<file path="src/rtl/spdif_cs_tx_pkg.sv">
package spdif_cs_tx_pkg;

    localparam int unsigned SLOT_COUNT   = 32;
    localparam int unsigned SUB_HC       = 2 * SLOT_COUNT;
    localparam int unsigned FRAME_HC     = 2 * SUB_HC;
    localparam int unsigned HC_W         = $clog2(FRAME_HC);
    localparam int unsigned BLOCK_FRAMES = 192;
    localparam int unsigned FR_W         = $clog2(BLOCK_FRAMES);
    localparam int unsigned PRE_SLOTS    = 4;
    localparam int unsigned CS_USED      = 40;

    localparam logic [4:0] SLOT_CS  = 5'd30;
    localparam logic [4:0] SLOT_PAR = 5'd31;

    typedef enum logic [1:0] {
        PRE_X = 2'd0,
        PRE_Y = 2'd1,
        PRE_Z = 2'd2
    } preamble_e;

    function automatic logic [7:0] preamble_bits(input preamble_e kind);
        case (kind)
            PRE_Y:   return 8'b1110_0100;
            PRE_Z:   return 8'b1110_1000;
            default: return 8'b1110_0010;
        endcase
    endfunction

    function automatic logic [3:0] rate_field(input logic [1:0] code);
        case (code)
            2'b00:   return 4'h0;
            2'b01:   return 4'h2;
            2'b10:   return 4'h3;
            default: return 4'h1;
        endcase
    endfunction

    function automatic logic [3:0] wlen_field(input logic [1:0] code);
        case (code)
            2'b00:   return 4'h2;
            2'b01:   return 4'hA;
            default: return 4'hB;
        endcase
    endfunction

    function automatic int wlen_bits(input logic [1:0] code);
        case (code)
            2'b00:   return 16;
            2'b01:   return 20;
            default: return 24;
        endcase
    endfunction

endpackage

</file>
<file path="src/rtl/spdif_cs_tx_timing.sv">
module spdif_cs_tx_timing
    import spdif_cs_tx_pkg::*;
(
    input  logic            clk,
    input  logic            rst_n,
    input  logic            soft_rst,
    output logic [HC_W-1:0] hc,
    output logic [FR_W-1:0] frame,
    output logic            load
);

    typedef struct packed {
        logic [HC_W-1:0] hc;
        logic [FR_W-1:0] frame;
    } tim_t;

    tim_t tim_d, tim_q;

    always_comb begin
        tim_d = tim_q;
        if (soft_rst) begin
            tim_d = '0;
        end else begin
            tim_d.hc = tim_q.hc + 1'b1;
            if (tim_q.hc == HC_W'(FRAME_HC - 1)) begin
                if (tim_q.frame == FR_W'(BLOCK_FRAMES - 1)) begin
                    tim_d.frame = '0;
                end else begin
                    tim_d.frame = tim_q.frame + 1'b1;
                end
            end
        end
    end

    always_ff @(posedge clk or negedge rst_n) begin
        if (!rst_n) begin
            tim_q <= '0;
        end else begin
            tim_q <= tim_d;
        end
    end

    assign hc    = tim_q.hc;
    assign frame = tim_q.frame;
    assign load  = (tim_q.hc == '0);

endmodule

</file>
<file path="src/rtl/spdif_cs_tx_status.sv">
module spdif_cs_tx_status
    import spdif_cs_tx_pkg::*;
(
    input  logic [FR_W-1:0] frame,
    input  logic            chan_b,
    input  logic [7:0]      category,
    input  logic            emph,
    input  logic [1:0]      clk_acc,
    input  logic [1:0]      rate_code,
    input  logic [1:0]      wlen_code,
    output logic            cs_bit
);

    logic [CS_USED-1:0] field_vec;
    logic [CS_USED-1:0] shifted;

    always_comb begin
        field_vec        = '0;
        field_vec[3]     = emph;
        field_vec[15:8]  = category;
        field_vec[19:16] = 4'h0;
        field_vec[23:20] = chan_b ? 4'h2 : 4'h1;
        field_vec[27:24] = rate_field(rate_code);
        field_vec[29:28] = clk_acc;
        field_vec[35:32] = wlen_field(wlen_code);
        shifted          = field_vec >> frame;
        cs_bit           = (int'(frame) < CS_USED) && shifted[0];
    end

endmodule

</file>
<file path="src/rtl/spdif_cs_tx_encoder.sv">
module spdif_cs_tx_encoder
    import spdif_cs_tx_pkg::*;
#(
    parameter int unsigned AUDIO_W = 24
) (
    input  logic               clk,
    input  logic               rst_n,
    input  logic               soft_rst,
    input  logic [HC_W-1:0]    hc,
    input  logic               frame_zero,
    input  logic [AUDIO_W-1:0] word,
    input  logic               cs_bit,
    output logic               level
);

    localparam int DATA_END = int'(PRE_SLOTS + AUDIO_W);

    typedef struct packed {
        logic level;
        logic ref_lvl;
    } enc_t;

    enc_t enc_d, enc_q;

    logic [4:0]         slot;
    logic [AUDIO_W-1:0] shw;
    logic               dbit;
    logic               ref_now;
    preamble_e          kind;
    logic [7:0]         pat;

    always_comb begin
        enc_d   = enc_q;
        slot    = hc[5:1];
        shw     = word >> (slot - 5'd4);
        dbit    = 1'b0;
        if (int'(slot) < DATA_END) begin
            dbit = shw[0];
        end else if (slot == SLOT_CS) begin
            dbit = cs_bit;
        end else if (slot == SLOT_PAR) begin
            dbit = (^word) ^ cs_bit;
        end
        kind    = hc[6] ? PRE_Y : (frame_zero ? PRE_Z : PRE_X);
        pat     = preamble_bits(kind);
        ref_now = enc_q.ref_lvl;
        if (soft_rst) begin
            enc_d = '0;
        end else if (hc[5:3] == 3'd0) begin
            if (hc[2:0] == 3'd0) begin
                ref_now = enc_q.level;
            end
            enc_d.ref_lvl = ref_now;
            enc_d.level   = pat[3'd7 - hc[2:0]] ^ ref_now;
        end else if (!hc[0]) begin
            enc_d.level = ~enc_q.level;
        end else begin
            enc_d.level = enc_q.level ^ dbit;
        end
    end

    always_ff @(posedge clk or negedge rst_n) begin
        if (!rst_n) begin
            enc_q <= '0;
        end else begin
            enc_q <= enc_d;
        end
    end

    assign level = enc_q.level;

endmodule

</file>
<file path="src/rtl/spdif_cs_tx.sv">
module spdif_cs_tx
    import spdif_cs_tx_pkg::*;
#(
    parameter int unsigned AUDIO_W = 24
) (
    input  logic               clk,
    input  logic               rst_n,
    input  logic               soft_rst_i,
    input  logic [AUDIO_W-1:0] left_i,
    input  logic [AUDIO_W-1:0] right_i,
    output logic               load_o,
    input  logic               mute_i,
    input  logic [1:0]         wlen_i,
    input  logic [1:0]         rate_i,
    input  logic [7:0]         category_i,
    input  logic               emph_i,
    input  logic [1:0]         clk_acc_i,
    input  logic [1:0]         out_sel_i,
    input  logic               sdout2_i,
    output logic               pin_o
);

    typedef struct packed {
        logic [AUDIO_W-1:0] left;
        logic [AUDIO_W-1:0] right;
    } smp_t;

    smp_t               smp_d, smp_q;
    logic [AUDIO_W-1:0] keep;
    logic [HC_W-1:0]    hc_w;
    logic [FR_W-1:0]    frame_w;
    logic               cs_w;
    logic               lvl_w;
    logic [AUDIO_W-1:0] word_w;

    spdif_cs_tx_timing u_timing (
        .clk      (clk),
        .rst_n    (rst_n),
        .soft_rst (soft_rst_i),
        .hc       (hc_w),
        .frame    (frame_w),
        .load     (load_o)
    );

    spdif_cs_tx_status u_status (
        .frame     (frame_w),
        .chan_b    (hc_w[6]),
        .category  (category_i),
        .emph      (emph_i),
        .clk_acc   (clk_acc_i),
        .rate_code (rate_i),
        .wlen_code (wlen_i),
        .cs_bit    (cs_w)
    );

    always_comb begin
        keep = '0;
        for (int i = 0; i < int'(AUDIO_W); i++) begin
            keep[i] = (i >= int'(AUDIO_W) - wlen_bits(wlen_i));
        end
        smp_d = smp_q;
        if (soft_rst_i) begin
            smp_d = '0;
        end else if (load_o) begin
            smp_d.left  = mute_i ? '0 : (left_i & keep);
            smp_d.right = mute_i ? '0 : (right_i & keep);
        end
    end

    always_ff @(posedge clk or negedge rst_n) begin
        if (!rst_n) begin
            smp_q <= '0;
        end else begin
            smp_q <= smp_d;
        end
    end

    assign word_w = hc_w[6] ? smp_q.right : smp_q.left;

    spdif_cs_tx_encoder #(.AUDIO_W(AUDIO_W)) u_encoder (
        .clk        (clk),
        .rst_n      (rst_n),
        .soft_rst   (soft_rst_i),
        .hc         (hc_w),
        .frame_zero (frame_w == '0),
        .word       (word_w),
        .cs_bit     (cs_w),
        .level      (lvl_w)
    );

    assign pin_o = out_sel_i[1] ? sdout2_i : (out_sel_i[0] & lvl_w);

endmodule

</file>
<file path="config.mk">
export PLATFORM = sky130hd
export DESIGN_NAME = spdif_cs_tx
export DESIGN_NICKNAME = d
export VERILOG_FILES = /design/src/rtl/spdif_cs_tx_pkg.sv /design/src/rtl/spdif_cs_tx_timing.sv /design/src/rtl/spdif_cs_tx_status.sv /design/src/rtl/spdif_cs_tx_encoder.sv /design/src/rtl/spdif_cs_tx.sv
export SDC_FILE = /design/constraint.sdc
export NUM_CORES = 1
export LEC_CHECK = 0
export BUFFER_PORTS_ARGS = -buffer_cell sky130_fd_sc_hd__buf_2
export CAP_MARGIN = 10
export CORE_UTILIZATION = 45
export CTS_BUF_LIST = sky130_fd_sc_hd__clkbuf_8 sky130_fd_sc_hd__clkbuf_16
export CTS_CLUSTER_SIZE = 16
export DETAILED_ROUTE_END_ITERATION = 7
export PLACE_DENSITY = 0.67
export SYNTH_ARGS = -nofsm -noshare
export SYNTH_HDL_FRONTEND = slang
export SYNTH_SLANG_ARGS = --single-unit
export TNS_END_PERCENT = 30
</file>
<file path="constraint.sdc">
create_clock -name clk -period 3.3 [get_ports clk]
set_input_delay 0 -clock clk [delete_from_list [all_inputs] [get_ports clk]]
set_output_delay 0 -clock clk [all_outputs]
set_load 0.05 [all_outputs]
</file>
=== Word level (Yosys, flattened, before mapping) ===
Cells that the tools add are included.

* Add/subtract/negate cells: 5
* $lt $le $gt $ge: 27
* Eq/ne operators: 9
* Shift-type cells: 2
* Muxes and demuxes: 28
* Bitwise gates (word level): 7
* Reduce and logical (&&, ||, !) cells: 11

{| class="wikitable"
|+ Operators by type and width
! operator !! number
|-
| greater-or-equal comparator 5 x 32 -> 1 bit, first input constant || 8
|-
| greater-or-equal comparator 6 x 32 -> 1 bit, first input constant || 8
|-
| greater-or-equal comparator 4 x 32 -> 1 bit, first input constant || 4
|-
| two-way mux 48 bit || 2
|-
| two-way mux 24 bit || 3
|-
| greater-or-equal comparator 3 x 32 -> 1 bit, first input constant || 2
|-
| bitwise AND 24 bit || 2
|-
| >> shifter 36 x 8 -> 1 bit || 1
|-
| greater-or-equal comparator 1 x 32 -> 1 bit, first input constant || 1
|-
| greater-or-equal comparator 2 x 32 -> 1 bit, first input constant || 1
|-
| subtractor 6 x 32 -> 32 bit, first input constant || 1
|-
| one-hot mux 4 bit (2 select lines) || 3
|-
| XOR reduction 24 bit || 1
|-
| >> shifter 24 x 5 -> 1 bit || 1
|-
| two-way mux 8 bit || 2
|-
| two-way mux 15 bit || 1
|-
| two-way mux 1 bit || 11
|-
| equality test 5 bit, second input constant || 2
|-
| adder 8 x 1 -> 8 bit, second input constant || 1
|-
| equality test 8 bit, second input constant || 1
|-
| zero test 8 bit || 1
|-
| less-than comparator 8 x 6 -> 1 bit, second input constant || 1
|-
| two-way mux 2 bit || 4
|-
| adder 7 x 1 -> 7 bit, second input constant || 1
|-
| other kinds (17) || 26
|}

* Flip-flop bits (word level): 65
* Bits of input ports: 70
* Output and inout bits: 2
* Word-level logic and storage cells: 95

=== Longest topological paths before layout ===
* Depth in word-level cells: 12
* Depth in mapped cells: 11
* Depth with buffers taken out: 10

=== Hierarchy ===
A second synthesis with hierarchy kept.

* Cell total of the unflattened synthesis: 333
* Area total of the unflattened synthesis: 3,779.9 um2

{| class="wikitable"
|+ Modules (own cells, without submodules)
! module !! instances !! cells an instance !! area an instance (um2) !! sequential area each (um2)
|-
| spdif_cs_tx || 1 || 144 || 2,049.5 || 1,201.2
|-
| spdif_cs_tx_timing || 1 || 84 || 789.5 || 375.4
|-
| spdif_cs_tx_encoder || 1 || 74 || 700.7 || 50.0
|-
| spdif_cs_tx_status || 1 || 31 || 240.2 || 0.0
|}

=== Worst setup path before layout ===
Ideal clock, no wire load.

* Path kind: register to register
* Start point: register u_timing.tim_q (netlist bit u_timing.hc[6])
* End point: register smp_q[20] in the netlist's numbering
* Setup time: 0.121 ns
* Arrival: 2.642 ns
* Path slack: 0.537 ns
* Cell stages (with the launch flop): 9
* Path through: dfrtp_1 -> buf_6 -> buf_2 -> or4_1 -> nor2_1 -> nor2_1 -> clkbuf_1 -> clkbuf_1 -> a22o_1

* Longest elaborated chain between the ends: 2

{| class="wikitable"
|+ RTL lines
! item !! line !! source
|-
| start: declaration || spdif_cs_tx_timing.sv:17 || <nowiki>tim_t tim_d, tim_q;</nowiki>
|-
| start signal: assignment || spdif_cs_tx_timing.sv:39 || <nowiki>tim_q <= tim_d;</nowiki>
|-
| zero test 7 bit || spdif_cs_tx_timing.sv:45 || <nowiki>assign load = (tim_q.hc == '0);</nowiki>
|-
| net load_o || spdif_cs_tx.sv:11 || <nowiki>output logic load_o,</nowiki>
|-
| nonzero test 2 bit (no line) || - ||
|-
| end signal: assignment || spdif_cs_tx.sv:74 || <nowiki>smp_q <= smp_d;</nowiki>
|-
| end: declaration || spdif_cs_tx.sv:28 || <nowiki>smp_t smp_d, smp_q;</nowiki>
|}

The timed path passes the listed nets, and every way through them passes these cells.
A chain may end at the register's enable or synchronous reset.

==> results.cfg <==
[worst_setup_path]
crit_end = u_encoder.level
r2r_cells = 9
crit_fanout = 10
worstPathArrival_ns = 2.88
critPathLaunchType = flop
cp-end-kind = flop
cp.required_ns = 3.53
startpoint = u_timing.hc[6]
regToRegStartpoint = u_timing.hc[6]
r2r-end = u_encoder.level
r2r_slack_ns = 0.65
critPathKind = reg -> reg

[finish]
final_cell_mix = buf_2, dfrtp_1, dlygate4sd3_1, a22o_1, nand2_1
diodes = 0
final_nets = 548
n_fill_cell = 707
multi_input_area_mm2 = 0.002118
drive_gt1_frac = 0.2248
seq_area_mm2 = 0.001627
final_common_cell = buf_2
fin_cells = 581
area_delta_synth_final_pct = 30.31

[worst_hold_path]
hold_class = in -> reg

[timing]
hold_viol = 0
holdWs_ns = 0.09131
rsz0062_at_grt = false
finalSetupTns_ns = 0
fmax_ghz = 0.3775
tightestPinTransition_ns = 0.9834
layout_min_cycle_time_ns = 2.649
fin_crit_sh = 0.8028
setup_viol = 0
drv_slew = 0
slew-limit-headroom = 0.3430
skew_ns = 0.01367

[clock_tree]
cts_made_buffers = 9
hold_buffers = 49
clk-insertion-delay-late_ns = 0.35
htree_levels = 3
cts_resized = 0
cts_num_sinks = 65
cts_buffer_depth = 2
cts_tree = built
clk_pin_slew_ns = 0.08
ctsRootBufferMaster = clkbuf_8
post_cts_buffers = 0

[drt]
drc = 0
ant_nets = 0
via_per_inst = 5.372
wl_per_cell_um = 15.62
drt-total-wl_um = 9078
vias = 3121
drt_iter0_drc = 106
firstDrtPassIters = 4

[yosys]
yosys.cell_types.count = 47
synth.ff_latch_count = 65
synthCells = 356
yosysSeqAreaShare = 0.4214
yosys_warnings = 0
netlist_area_mm2 = 0.003860
avgSynthCellArea_um2 = 10.84
async_reset_ff_frac = 1.000
synth_ff_type = dfrtp_1
yosysTopAreaCellShare = 0.4214
synth_edf_count = 0
synth.area.top_cells = dfrtp_1, a22o_1, xor2_1
syn-num-nets = 433
yosysTopAreaCell = dfrtp_1

[power]
leakage_nw = 2.350
power.density_mw_per_mm2 = 401.1
vdd_drop_max_mv = 0.2069

[floorplanning]
fp.dieH_um = 94.62
rows = 33
die_x_um = 94.62
dieArea_mm2 = 0.008952
core_mm2 = 0.008258
initial_utilization = 0.4674
io_pins = 72

[global_routing]
grt_max_degree = 57
grt_remaining_overflow = 0
grt_pass1_wl_um = 14880
grt_pass1_vias = 3043
antenna_found_initial = 0
grtUsageTotal = 0.2201

[flow_run]
cap_violations = 0

[outcome]
status = finished, final reports clean

[placement]
dp_hpwl_um = 6133
place_congestion = 0.8432
port_buffers = 71
dp.cells = 516
-- critical path: stages (launching register included) --
cell and delay [ns]:
dfrtp_1 0.41, buf_4 0.22, mux4_1 0.56, mux4_2 0.48, nor2_1 0.12, a31oi_1 0.06
o31ai_2 0.25, o41a_2 0.20, o32a_1 0.16, o211ai_2 0.08
-- logic make-up after synthesis --
logic type,share of synthesized area
simple gates,0.1015
fa+ha+maj,0.02269
xor+xnor,0.1112
buf+inv,0.03403
compound gates,0.1656
flops,0.4214
mux,0.1436
-- cell usage after synthesis, types with 5 or more instances --
cell type   n
dfrtp_1    65
nor2_1     26
nand3_1     7
mux4_1      5
xnor2_1    21
inv_1       8
clkbuf_1   16
mux2i_1    22
and3_1      5
o21ai_0    17
mux4_2      9
ha_1        7
a22o_1     40
xor2_1     28
nand2_1    32
-- metal layers --
metal	track usage	wire [µm]
met5	0	0
met4	0.07197	143
met3	0.04589	415
met2	0.3639	4372
met1	0.2881	4147
-- area by class of cell --
cell class / instances / share of cell area
clock inverters: 6 / 0.01816
flip-flops and latches: 65 / 0.3234
repair buffers: 126 / 0.1771
well taps: 105 / 0.02612
multi-input cells: 260 / 0.4211
inverters: 9 / 0.006716
clock buffers: 10 / 0.02736
-- through the flow --
step / setup slack [ns] / util / area, µm² / total power, W
floorplan: 0.5370 / - / 3860 / 0.001094
CTS: 0.6450 / 0.6091 / 5030 / 0.002030
detailed placement: 0.6445 / 0.5220 / 4310 / 0.001216
finish: 0.6508 / 0.6091 / 5030 / 0.002017
global placement: 0.7045 / 0.5220 / 4310 / 0.001208
global route: 0.4969 / 0.6091 / 5030 / 0.002106
-- flip-flops by register name (all words and copies together) (netlist names) --
register and cells:
u_encoder.level 1, u_encoder.enc_q 1, smp_q 48, u_timing.hc 7
u_timing.frame 8
-- worst min path at each step --
stage                    start                  to  slack [ns]  cells after the start
floorplan                rst_n            smp_q[0]       -0.30                      0
global placement         rst_n            smp_q[2]        0.14                      1
detailed placement       rst_n            smp_q[2]        0.16                      1
CTS                 soft_rst_i  u_encoder.enc_q[0]        0.08                      2
global route        soft_rst_i      u_timing.hc[4]        0.12                      2
finish              soft_rst_i  u_encoder.enc_q[0]        0.09                      2
-- where the power goes --
part           total (W)  switching, W  internal [W]
clock network   0.000770      0.000322      0.000448
logic           0.000362      0.000177      0.000185
registers       0.000885     0.0000496      0.000835
(Power assumes the default switching activity.)
